--- src/rtl/ts_evt_pkg.sv ---
package ts_evt_pkg;
  parameter int unsigned EVT_W = 64;
  parameter int unsigned WORD_W = EVT_W / 2;
  typedef logic [EVT_W-1:0] evt_t;
endpackage

--- src/rtl/ts_evt_store.sv ---
module ts_evt_store
  import ts_evt_pkg::*;
#(
  parameter int unsigned DEPTH = 16,
  localparam int unsigned AW = $clog2(DEPTH)
) (
  input  logic          clk_i,
  input  logic          wr_en_i,
  input  logic [AW-1:0] wr_ptr_i,
  input  evt_t          wr_evt_i,
  input  logic [AW-1:0] rd_ptr_i,
  output evt_t          rd_evt_o
);
  evt_t mem_q [DEPTH];

  always_ff @(posedge clk_i) begin
    if (wr_en_i) mem_q[wr_ptr_i] <= wr_evt_i;
  end

  assign rd_evt_o = mem_q[rd_ptr_i];
endmodule

--- src/rtl/ts_evt_ctrl.sv ---
module ts_evt_ctrl #(
  parameter int unsigned DEPTH = 16,
  localparam int unsigned AW = $clog2(DEPTH),
  localparam int unsigned CW = $clog2(DEPTH + 1)
) (
  input  logic          clk_i,
  input  logic          rst_ni,
  input  logic          push_i,
  input  logic          pop_i,
  output logic          wr_en_o,
  output logic [AW-1:0] wr_ptr_o,
  output logic [AW-1:0] rd_ptr_o,
  output logic          empty_o,
  output logic          full_o,
  output logic          overflow_o
);
  localparam logic [CW-1:0] DEPTH_C = CW'(DEPTH);
  localparam logic [AW-1:0] LAST_P  = AW'(DEPTH - 1);

  logic [CW-1:0] cnt_q;
  logic [AW-1:0] wr_q, rd_q;
  logic          ovf_q;
  logic          pop_ok, push_ok;

  assign empty_o = (cnt_q == '0);
  assign full_o  = (cnt_q == DEPTH_C);
  assign pop_ok  = pop_i && !empty_o;
  // a pop in the same cycle frees a slot for the push
  assign push_ok = push_i && (!full_o || pop_ok);

  always_ff @(posedge clk_i or negedge rst_ni) begin
    if (!rst_ni) begin
      cnt_q <= '0;
      wr_q  <= '0;
      rd_q  <= '0;
      ovf_q <= 1'b0;
    end else begin
      if (push_ok) wr_q <= (wr_q == LAST_P) ? '0 : wr_q + 1'b1;
      if (pop_ok)  rd_q <= (rd_q == LAST_P) ? '0 : rd_q + 1'b1;
      case ({push_ok, pop_ok})
        2'b10:   cnt_q <= cnt_q + 1'b1;
        2'b01:   cnt_q <= cnt_q - 1'b1;
        default: cnt_q <= cnt_q;
      endcase
      if (push_i && !push_ok) ovf_q <= 1'b1;
    end
  end

  assign wr_en_o    = push_ok;
  assign wr_ptr_o   = wr_q;
  assign rd_ptr_o   = rd_q;
  assign overflow_o = ovf_q;


  cnt_bound_chk: assert property (@(posedge clk_i) disable iff (!rst_ni)
    cnt_q <= DEPTH_C);

  empty_pop_chk: assert property (@(posedge clk_i) disable iff (!rst_ni)
    (pop_i && empty_o) |=> $stable(rd_q));

  ovf_sticky_chk: assert property (@(posedge clk_i) disable iff (!rst_ni)
    ovf_q |=> ovf_q);

  full_drop_chk: assert property (@(posedge clk_i) disable iff (!rst_ni)
    (full_o && push_i && !pop_i) |=> (full_o && ovf_q && $stable(wr_q)));

  both_cnt_chk: assert property (@(posedge clk_i) disable iff (!rst_ni)
    (push_i && pop_i && !empty_o) |=> $stable(cnt_q));
endmodule

--- src/rtl/ts_evt_queue.sv ---
module ts_evt_queue
  import ts_evt_pkg::*;
#(
  parameter int unsigned DEPTH = 16,
  localparam int unsigned AW = $clog2(DEPTH)
) (
  input  logic              clk_i,
  input  logic              rst_ni,
  input  logic              push_i,
  input  logic [EVT_W-1:0]  push_evt_i,
  input  logic              pop_i,
  input  logic              int_en_i,
  output logic [WORD_W-1:0] evt_lo_o,
  output logic [WORD_W-1:0] evt_hi_o,
  output logic              pend_raw_o,
  output logic              irq_o,
  output logic              full_o,
  output logic              overflow_o
);
  logic          wr_en, empty;
  logic [AW-1:0] wr_ptr, rd_ptr;
  evt_t          head;

  ts_evt_ctrl #(.DEPTH(DEPTH)) u_ctrl (
    .clk_i     (clk_i),
    .rst_ni    (rst_ni),
    .push_i    (push_i),
    .pop_i     (pop_i),
    .wr_en_o   (wr_en),
    .wr_ptr_o  (wr_ptr),
    .rd_ptr_o  (rd_ptr),
    .empty_o   (empty),
    .full_o    (full_o),
    .overflow_o(overflow_o)
  );

  ts_evt_store #(.DEPTH(DEPTH)) u_store (
    .clk_i   (clk_i),
    .wr_en_i (wr_en),
    .wr_ptr_i(wr_ptr),
    .wr_evt_i(push_evt_i),
    .rd_ptr_i(rd_ptr),
    .rd_evt_o(head)
  );

  assign pend_raw_o = !empty;
  assign irq_o      = pend_raw_o && int_en_i;
  assign evt_lo_o   = empty ? '0 : head[WORD_W-1:0];
  assign evt_hi_o   = empty ? '0 : head[EVT_W-1:WORD_W];


  pend_rise_chk: assert property (@(posedge clk_i) disable iff (!rst_ni)
    (push_i && !pend_raw_o) |=> pend_raw_o);

  empty_zero_chk: assert property (@(posedge clk_i) disable iff (!rst_ni)
    !pend_raw_o |-> (evt_lo_o == '0 && evt_hi_o == '0));
endmodule

--- config.mk ---
export PLATFORM = sky130hd
export DESIGN_NAME = ts_evt_queue
export DESIGN_NICKNAME = d
export VERILOG_FILES = /design/src/rtl/ts_evt_pkg.sv /design/src/rtl/ts_evt_store.sv /design/src/rtl/ts_evt_ctrl.sv /design/src/rtl/ts_evt_queue.sv
export SDC_FILE = /design/constraint.sdc
export NUM_CORES = 1
export LEC_CHECK = 0
export BUFFER_PORTS_ARGS = -buffer_cell sky130_fd_sc_hd__buf_2
export CORE_ASPECT_RATIO = 0.75
export CORE_UTILIZATION = 50
export DETAILED_ROUTE_END_ITERATION = 8
export PLACE_DENSITY_LB_ADDON = 0.15
export SETUP_SLACK_MARGIN = 0.3
export SYNTH_ARGS = -nofsm -noshare
export SYNTH_HDL_FRONTEND = slang
export SYNTH_SLANG_ARGS = --single-unit
export TNS_END_PERCENT = 10
--- constraint.sdc ---
create_clock -name clk_i -period 6.9 [get_ports clk_i]
set_input_delay 2.07 -clock clk_i [delete_from_list [all_inputs] [get_ports clk_i]]
set_output_delay 2.07 -clock clk_i [all_outputs]
set_load 0.005 [all_outputs]
== Word level (Yosys, flattened, before mapping) ==
Memory sizes are Yosys's and may differ from the RTL's.
Index checks and enable logic that the tools add are counted.

* Flip-flop bits (word level): 14
* RAM bits: 1024
* Bits of input ports: 69
* Output and inout port bits: 68
* Logic and storage cells: 31
* Memories kept: 1

* Add/subtract/negate cells: 4
* Equality and inequality tests: 5
* Multiplexer cells: 7
* Reductions and logical operators: 10

{| class="wikitable"
|+ Memory list
! memory !! depth !! bits a word !! read ports !! clocked after memory_dff !! wr ports !! RTL line !! RTL
|-
| u_store.mem_q || 16 || 64 || 1 || 0 || 1 || ts_evt_store.sv:14 || <nowiki>evt_t mem_q [DEPTH];</nowiki>
|}

{| class="wikitable"
|+ Operators with widths
! cell !! number
|-
| $mux 32 || 2
|-
| $pmux 5 s2 || 1
|-
| $add 4x1->4 const B || 2
|-
| $eq 4x4->1 const B || 2
|-
| $mux 4 || 2
|-
| $add 5x1->5 const B || 1
|-
| $eq 5x5->1 const B || 1
|-
| $logic_not 5->1 || 1
|-
| $sub 5x1->5 const B || 1
|-
| $logic_and 1x1->1 || 4
|-
| $logic_not 1->1 || 3
|-
| $eq 2x1->1 const B || 1
|-
| $eq 2x2->1 const B || 1
|-
| $mux 1 || 2
|-
| $reduce_bool 2->1 || 1
|-
| $logic_or 1x1->1 || 1
|}

== Depth between registers and ports, before layout ==
Gate-level depths: netlist of the first run.

* Depth after elaboration: 7
* Gate-level depth with buffers: 13
* Depth with buffers taken out: 11

== By module ==
A second synthesis of the first run with hierarchy kept.

* Cells, all modules: 1741
* Area total of the unflattened synthesis: 39658.0 µm²

{| class="wikitable"
|+ Modules (own cells, without submodules)
! module !! times used !! cells each !! area an instance (µm²) !! seq. area each (µm²)
|-
| ts_evt_store || 1 || 1583 || 38300.5 || 30749.5
|-
| ts_evt_ctrl || 1 || 85 || 884.6 || 350.3
|-
| ts_evt_queue || 1 || 73 || 473.0 || 0.0
|}

== Worst setup path after synthesis of the first run ==
OpenSTA, ideal clock, no wires.

* Path kind: in2reg
* Start point: in pop_i
* End point: mem u_store.mem_q[0][0] (netlist name) (enable)
* Library setup time: 0.565 ns
* Arrival: 6.809 ns
* Required time: 6.335 ns
* Setup slack: -0.474 ns
* Cell stages on the path: 4
* Buffers on the path: 1
* Cells stage by stage: o31a_1 > buf_4 > nand2_1 > nor3_1

* Word-level cells in the longest chain between the ends: 5

{| class="wikitable"
|+ Ends and longest elaborated chain
! element !! RTL line !! RTL
|-
| start: declaration || ts_evt_queue.sv:11 || <nowiki>input logic pop_i,</nowiki>
|-
| $logic_and 1x1->1 || ts_evt_ctrl.sv:27 || <nowiki>assign pop_ok = pop_i && !empty_o;</nowiki>
|-
| $logic_or 1x1->1 || ts_evt_ctrl.sv:29 || <nowiki>assign push_ok = push_i && (!full_o || pop_ok);</nowiki>
|-
| $logic_and 1x1->1 || ts_evt_ctrl.sv:29 ||
|-
| $mux 1 || ts_evt_store.sv:17 || <nowiki>if (wr_en_i) mem_q[wr_ptr_i] <= wr_evt_i;</nowiki>
|-
| $mux 1 (implied by the code) || ts_evt_store.sv:17 ||
|-
| end: declaration || ts_evt_store.sv:14 ||
|}

Every way passes these cells.

== Final worst setup path of the first run ==
* Start point: reg u_ctrl.cnt_q[1]
* End point: out evt_lo_o[2]

* Word-level cells in the longest chain between the ends: 2

{| class="wikitable"
|+ Ends and longest elaborated chain
! element !! RTL line !! RTL
|-
| start: declaration || ts_evt_ctrl.sv:20 || <nowiki>logic [CW-1:0] cnt_q;</nowiki>
|-
| start signal: assignment || ts_evt_ctrl.sv:41 || <nowiki>2'b10: cnt_q <= cnt_q + 1'b1;</nowiki>
|-
| start signal: assignment || ts_evt_ctrl.sv:42 || <nowiki>2'b01: cnt_q <= cnt_q - 1'b1;</nowiki>
|-
| start signal: assignment || ts_evt_ctrl.sv:43 || <nowiki>default: cnt_q <= cnt_q;</nowiki>
|-
| $logic_not 5->1 || ts_evt_ctrl.sv:25 || <nowiki>assign empty_o = (cnt_q == '0);</nowiki>
|-
| $mux 32 || ts_evt_queue.sv:48 || <nowiki>assign evt_lo_o = empty ? '0 : head[WORD_W-1:0];</nowiki>
|-
| end: declaration || ts_evt_queue.sv:13 || <nowiki>output logic [WORD_W-1:0] evt_lo_o,</nowiki>
|}

Every way passes these cells.

==> flow_metrics.env, run 1 <==
export IMPL_status="complete, but fails checks"
export IMPL_violations="design-rule violations"
export IMPL_clkPwrFrac_pct=29.5
export IMPL_synthFlopType="edfxtp_1"
export IMPL_maxCapViolCount=0
export IMPL_seqPwrFrac_pct=42.3
export IMPL_ys_async_sr_fraction_pct=1.349
export IMPL_synth_largest_area_cell="edfxtp_1"
export IMPL_slew_headroom_pct=10.11
export IMPL_final_cell_mix="edfxtp_1 (1,024), mux4_2 (256), nand3_1 (199)"
export IMPL_ys_ff_latch=1038
export IMPL_setup_viol=0
export IMPL_netlist_top_cells_area="edfxtp_1 (77%), mux4_2 (14%), nand3_1 (2.5%)"
export IMPL_seqCellArea_mm2=0.03111
export IMPL_max_freq_ghz=0.1699
export IMPL_power_internal_mw=13.06
export IMPL_ys_warn_count=0
export IMPL_syn_to_final_growth_pct=13.48
export IMPL_routed_via_density=5.998
export IMPL_path_clk_slew_ps=60
export IMPL_max_stage_delay_ps=800
export IMPL_ctsResizeCount=0
export IMPL_fin_util_pct=57.47
export IMPL_criticalPathCategory="flop to output port"
export IMPL_drive_gt1_share_pct=32.46
export IMPL_initial_core_util_pct=50.65
export IMPL_critPathRequiredTime_ps=4830
export IMPL_syn_nets=1892
export IMPL_drt_iter0_markers=1787
export IMPL_reg2reg_to="u_ctrl.cnt_q[4]$_DFFE_PN0P_"
export IMPL_final_instance_count_excl_fill=3119
export IMPL_p_leak_nw=14.50
export IMPL_core_mm2=0.07884
export IMPL_cp_slowest_cell="nand2_4"
export IMPL_cp_num_cells=6
export IMPL_finalMaxSlewViolations=0
export IMPL_routed_wirelength_mm=86.55
export IMPL_grt_max_degree=82
export IMPL_post_cts_buffers=0
export IMPL_nNetsFinal=2063
export IMPL_dp_slack_ps=1748
export IMPL_boundaryPins=137
export IMPL_worst_slack_ps=1014
export IMPL_die_w_um=328.3
export IMPL_die_height_um=246.7
export IMPL_wl_per_cell_um=27.75
export IMPL_rr_startpoint="u_ctrl.cnt_q[1]$_DFFE_PN0P_"
export IMPL_fin_skew_ps=21.51
export IMPL_max_clock_path_buffers=3
export IMPL_cts_root_buffer="clkbuf_16"
export IMPL_r2r_cells=12
export IMPL_die_area_mm2=0.08101
export IMPL_p_per_area_mw_per_mm2=406.3
export IMPL_place_hpwl_mm=44.27
export IMPL_grt_pass1_wl_mm=127.6
export IMPL_switching_share_pct=29.08
export IMPL_row_count=89
export IMPL_worstSkewPairLatency_ps=660
export IMPL_critPathBufInv=2
export IMPL_path_cells="nor4_1, nand2_4, buf_4, nand3_1, nand3_1, buf_2"
export IMPL_cts_inserted_buffers=97
export IMPL_cp_arrival_ps=3820
export IMPL_io_buffers=136
export IMPL_max_vdd_ir_drop_v=0.0002387
export IMPL_combinationalPowerShare_pct=28.2
export IMPL_end_kind="output port"
export IMPL_cts_tree="built"
export IMPL_tightestPinTransition_ps=1345
export IMPL_hp_class="flop to flop"
export IMPL_gr_usage_all_layers_pct=21.80
export IMPL_netlist_instances=1814
export IMPL_hold_viol_final=0
export IMPL_netlist_area_mm2=0.03993
export IMPL_multi_input_area_mm2=0.008412
export IMPL_yosysTopAreaCellShare_pct=77.01
export IMPL_dr_pass1_iters=7
export IMPL_ys_types=41
export IMPL_avgSynthCellArea_um2=22.01
export IMPL_antenna_found_initial=7
export IMPL_dp_cells=2932
export IMPL_power_switching_mw=5.355
export IMPL_final_common_cell="edfxtp_1"
export IMPL_num_fill_cells=5807
export IMPL_finalCritPeriodShare_pct=85.30
export IMPL_start_kind="flop"
export IMPL_synth_edf_count=1024
export IMPL_r2r_slack_ps=2340
export IMPL_min_period_ps=5886
export IMPL_cp_top_family="simple AND/OR/NAND/NOR gates"
export IMPL_ant_nets=0
export IMPL_ctsHtreeMaxLevel=3
export IMPL_first_global_vias=19210
export IMPL_crit_fanout=81
export IMPL_drc=32
export IMPL_place_congestion=0.7378
export IMPL_worst_path_most_repeated_cell="nand3_1"
export IMPL_crit_start="u_ctrl.cnt_q[1]$_DFFE_PN0P_"
export IMPL_rsz0062_at_grt="no"
export IMPL_cts_num_sinks=1038
export IMPL_crit_end="evt_lo_o[2]"
export IMPL_hold_buffers=0
export IMPL_vias=18710
export IMPL_grt_overflow=0
export IMPL_synth_yosys_seq_area_share_pct=77.88
==> cell families after synthesis <==
logic type                 count (synthesis)  share of synthesized area, %
muxes                                    324                         16.35
adders and majority gates                  9                        0.2820
AOI/OAI and AO/OA                         17                        0.2789
DFF                                     1038                         77.88
buffers and inverters                    112                         1.413
and+or+nand+nor                          307                         3.635
xor gates and xnor gates                   7                        0.1535
==> how the worst min path moves through the flow <==
stage | cells past startpoint | slack, ps | endpoint | from
2_1_floorplan | 1 | 460 | u_ctrl.overflow_o$_DFFE_PN0P_ | u_ctrl.overflow_o$_DFFE_PN0P_
3_3_place_gp | 1 | 450 | u_ctrl.overflow_o$_DFFE_PN0P_ | u_ctrl.overflow_o$_DFFE_PN0P_
3_5_place_dp | 1 | 450 | u_ctrl.overflow_o$_DFFE_PN0P_ | u_ctrl.overflow_o$_DFFE_PN0P_
4_1_cts | 1 | 460 | u_ctrl.overflow_o$_DFFE_PN0P_ | u_ctrl.overflow_o$_DFFE_PN0P_
5_1_grt | 1 | 500 | u_ctrl.overflow_o$_DFFE_PN0P_ | u_ctrl.overflow_o$_DFFE_PN0P_
6_report | 1 | 460 | u_ctrl.overflow_o$_DFFE_PN0P_ | u_ctrl.overflow_o$_DFFE_PN0P_
==> state kept, by name (all words and copies together), names as in the netlist <==
register,flops
u_ctrl.overflow_o,1
u_ctrl.rd_ptr_o,4
u_ctrl.cnt_q,5
u_store.mem_q,1024
u_ctrl.wr_ptr_o,4
==> Yosys cell counts (all sizes together) (4+ instances only) <==
library cell and n:
ha 9, a21oi 5, mux4 256, edfxtp 1024
nand2 73, nand3 199, xnor2 4, dfrtp 14
inv 6, buf 57, nor3 5, mux2 67
nor2 16, clkbuf 49
==> through the flow <==
| stage | hold slack, ps | total power [mW] | setup TNS, ps | area, µm² |
|---|---|---|---|---|
| final | 460.2 | 18.41 | 0 | 45310 |
| after global routing | 502.3 | 19.21 | 0 | 45300 |
| after CTS | 463.4 | 18.65 | 0 | 45300 |
| after detailed placement | 449.0 | 13.23 | 0 | 42050 |
| after global placement | 445.5 | 13.19 | 0 | 42050 |
| after floorplan | 462.6 | 11.43 | -83050 | 39940 |
==> power groups by stage <==
| stage | combinational [mW] | sequential [mW] | clock [mW] |
|---|---|---|---|
| final | 5.20 | 7.79 | 5.43 |
| after global routing | 5.62 | 7.84 | 5.76 |
| after CTS | 5.32 | 7.80 | 5.53 |
| after detailed placement | 5.30 | 7.93 | 0 |
| after global placement | 5.29 | 7.90 | 0 |
| after floorplan | 3.66 | 7.77 | 0 |
==> cell type report <==
class	instances	share of cell area, %
inverters	6	0.04970
diodes	6	0.03313
flip-flops and latches	1038	68.66
clock inverters	62	1.535
repair buffers	178	2.640
well taps	1046	2.888
clock buffers	119	5.633
multi-input cells	664	18.56
==> per-layer routing <==
metal	vias to the layer above	GRT usage [%]	part of all wire (%)
li1	7928	-	-
met2	536	35.68	49
met4	4	4.966	1.6
met1	10140	31.47	44
met5	-	0	0.027
met3	101	3.048	5.3
Power figures use the tool's default switching activity.
==> run 2: changes to the inputs <==
--- a/config.mk
+++ b/config.mk
@@ -9,6 +9,7 @@
 export CORE_ASPECT_RATIO = 0.75
 export CORE_UTILIZATION = 50
 export DETAILED_ROUTE_END_ITERATION = 8
+export MAX_ROUTING_LAYER = met4
 export PLACE_DENSITY_LB_ADDON = 0.15
 export SETUP_SLACK_MARGIN = 0.3
 export SYNTH_ARGS = -nofsm -noshare
==> flow_metrics.env, run 2 (synthesis gave the netlist of run 1 again) <==
export IMPL_drc=16
export IMPL_die_height_um=246.7
export IMPL_nNetsFinal=2063
export IMPL_dp_cells=2932
export IMPL_gr_usage_all_layers_pct=22.49
export IMPL_fin_skew_ps=23.43
export IMPL_rr_startpoint="u_ctrl.cnt_q[1]$_DFFE_PN0P_"
export IMPL_violations="design-rule violations"
export IMPL_drt_iter0_markers=1834
export IMPL_top_regs="u_store.mem_q: 1024 flops, u_ctrl.cnt_q: 5 flops"
export IMPL_criticalPathCategory="flop to output port"
export IMPL_wl_per_cell_um=27.70
export IMPL_routed_wirelength_mm=86.36
export IMPL_hold_viol_final=0
export IMPL_num_fill_cells=5810
export IMPL_place_congestion=0.7487
export IMPL_grt_overflow=0
export IMPL_critPathRequiredTime_ps=4830
export IMPL_total_power_mw=18.41
export IMPL_dr_pass1_iters=7
export IMPL_cts_tree="built"
export IMPL_maxCapViolCount=0
export IMPL_final_instance_count_excl_fill=3118
export IMPL_max_freq_ghz=0.1689
export IMPL_rsz0062_at_grt="no"
export IMPL_crit_fanout=81
export IMPL_hold_buffers=0
export IMPL_r2r_slack_ps=2330
export IMPL_post_cts_buffers=0
export IMPL_end_kind="output port"
export IMPL_initial_core_util_pct=50.65
export IMPL_setup_viol=0
export IMPL_grt_pass1_wl_mm=127.7
export IMPL_final_common_cell="edfxtp_1"
export IMPL_min_period_ps=5921
export IMPL_drive_gt1_share_pct=32.46
export IMPL_slew_headroom_pct=10.11
export IMPL_hp_class="flop to flop"
export IMPL_worstSkewPairLatency_ps=660
export IMPL_finalCritPeriodShare_pct=85.82
export IMPL_antenna_found_initial=7
export IMPL_ant_nets=0
export IMPL_first_global_vias=19200
export IMPL_p_per_area_mw_per_mm2=406.4
export IMPL_boundaryPins=137
export IMPL_largest_reg_flops=1024
export IMPL_routed_via_density=6.023
export IMPL_tightestPinTransition_ps=1345
export IMPL_multi_input_area_mm2=0.008412
export IMPL_seqCellArea_mm2=0.03111
export IMPL_finalMaxSlewViolations=0
export IMPL_path_clk_slew_ps=60
export IMPL_row_count=89
export IMPL_core_mm2=0.07884
export IMPL_max_clock_path_buffers=3
export IMPL_grt_max_degree=82
export IMPL_vias=18780
export IMPL_cp_arrival_ps=3850
export IMPL_die_area_mm2=0.08101
export IMPL_p_leak_nw=14.50
export IMPL_hold_start="u_ctrl.overflow_o$_DFFE_PN0P_"
export IMPL_io_buffers=136
export IMPL_syn_to_final_growth_pct=13.47
export IMPL_cts_num_sinks=1038
export IMPL_crit_start="u_ctrl.cnt_q[1]$_DFFE_PN0P_"
export IMPL_place_hpwl_mm=44.27
export IMPL_die_w_um=328.3
export IMPL_ctsHtreeMaxLevel=3
export IMPL_cts_inserted_buffers=97
export IMPL_largest_register="u_store.mem_q"
export IMPL_start_kind="flop"
export IMPL_status="complete, but fails checks"
export IMPL_max_vdd_ir_drop_v=0.0002385
export IMPL_final_cell_mix="edfxtp_1 (1,024), mux4_2 (256), nand3_1 (199)"
export IMPL_fin_tns_setup_ps=0
export IMPL_ctsResizeCount=0
export IMPL_cts_root_buffer="clkbuf_16"
==> run 2: cell types whose count changed in the layout (fill, tap and decap cells not counted), sizes merged <==
cell and change:
diode -1
==> run 2: metal layers <==
layer | part of all wire (%) | vias up | wire, µm | global-route usage [%]
met2 | 49 | 572 | 42540 | 35.71
met4 | 1.6 | 0 | 1368 | 4.966
met3 | 5.2 | 111 | 4534 | 3.064
met5 | 0 | - | 0 | -
met1 | 44 | 10180 | 37920 | 31.46
li1 | - | 7922 | - | -
==> run 2: critical path, stage by stage, from the launching register on <==
cell and delay, ps:
dfrtp_1 480, nor4_1 790, nand2_4 810, buf_4 600
nand3_1 180, nand3_1 90, buf_2 140
==> run 2: path summary, 6_finish.rpt <==
path                                                   to  depth (start not counted)
setup / recovery                              evt_lo_o[0]                          6
hold / removal              u_ctrl.overflow_o$_DFFE_PN0P_                          1
setup reg to reg              u_ctrl.cnt_q[4]$_DFFE_PN0P_                         12
hold reg to reg             u_ctrl.overflow_o$_DFFE_PN0P_                          1
max in group asynchronous  u_ctrl.rd_ptr_o[3]$_DFFE_PN0P_                          1
min in group asynchronous   u_ctrl.overflow_o$_DFFE_PN0P_                          1
==> run 2: through the flow <==
| stage | utilization, % | setup slack, ps | hold WS [ps] | instance area (µm²) |
|---|---|---|---|---|
| final | 57.47 | 978.6 | 460.4 | 45310 |
| after global routing | 57.47 | 758.6 | 502.3 | 45310 |
| after CTS | 57.46 | 1015 | 463.4 | 45300 |
| after detailed placement | 53.34 | 1748 | 449.0 | 42050 |
| after global placement | 53.34 | 1852 | 445.5 | 42050 |
| after floorplan | - | -473.3 | 462.6 | 39940 |
==> run 2: area by class of cell <==
type                    count  share of cell area, %
multi-input cells         664                  18.56
clock inverters            62                  1.535
flip-flops and latches   1038                  68.66
diodes                      5                0.02761
well taps                1046                  2.888
repair buffers            178                  2.640
clock buffers             119                  5.633
inverters                   6                0.04970
==> run 2: where the power goes <==
group | total, mW | internal [mW] | switching, mW
Clock | 5.43 | 3.14 | 2.30
Sequential | 7.79 | 7.51 | 0.281
Combinational | 5.19 | 2.41 | 2.78
Total | 18.4 | 13.1 | 5.36
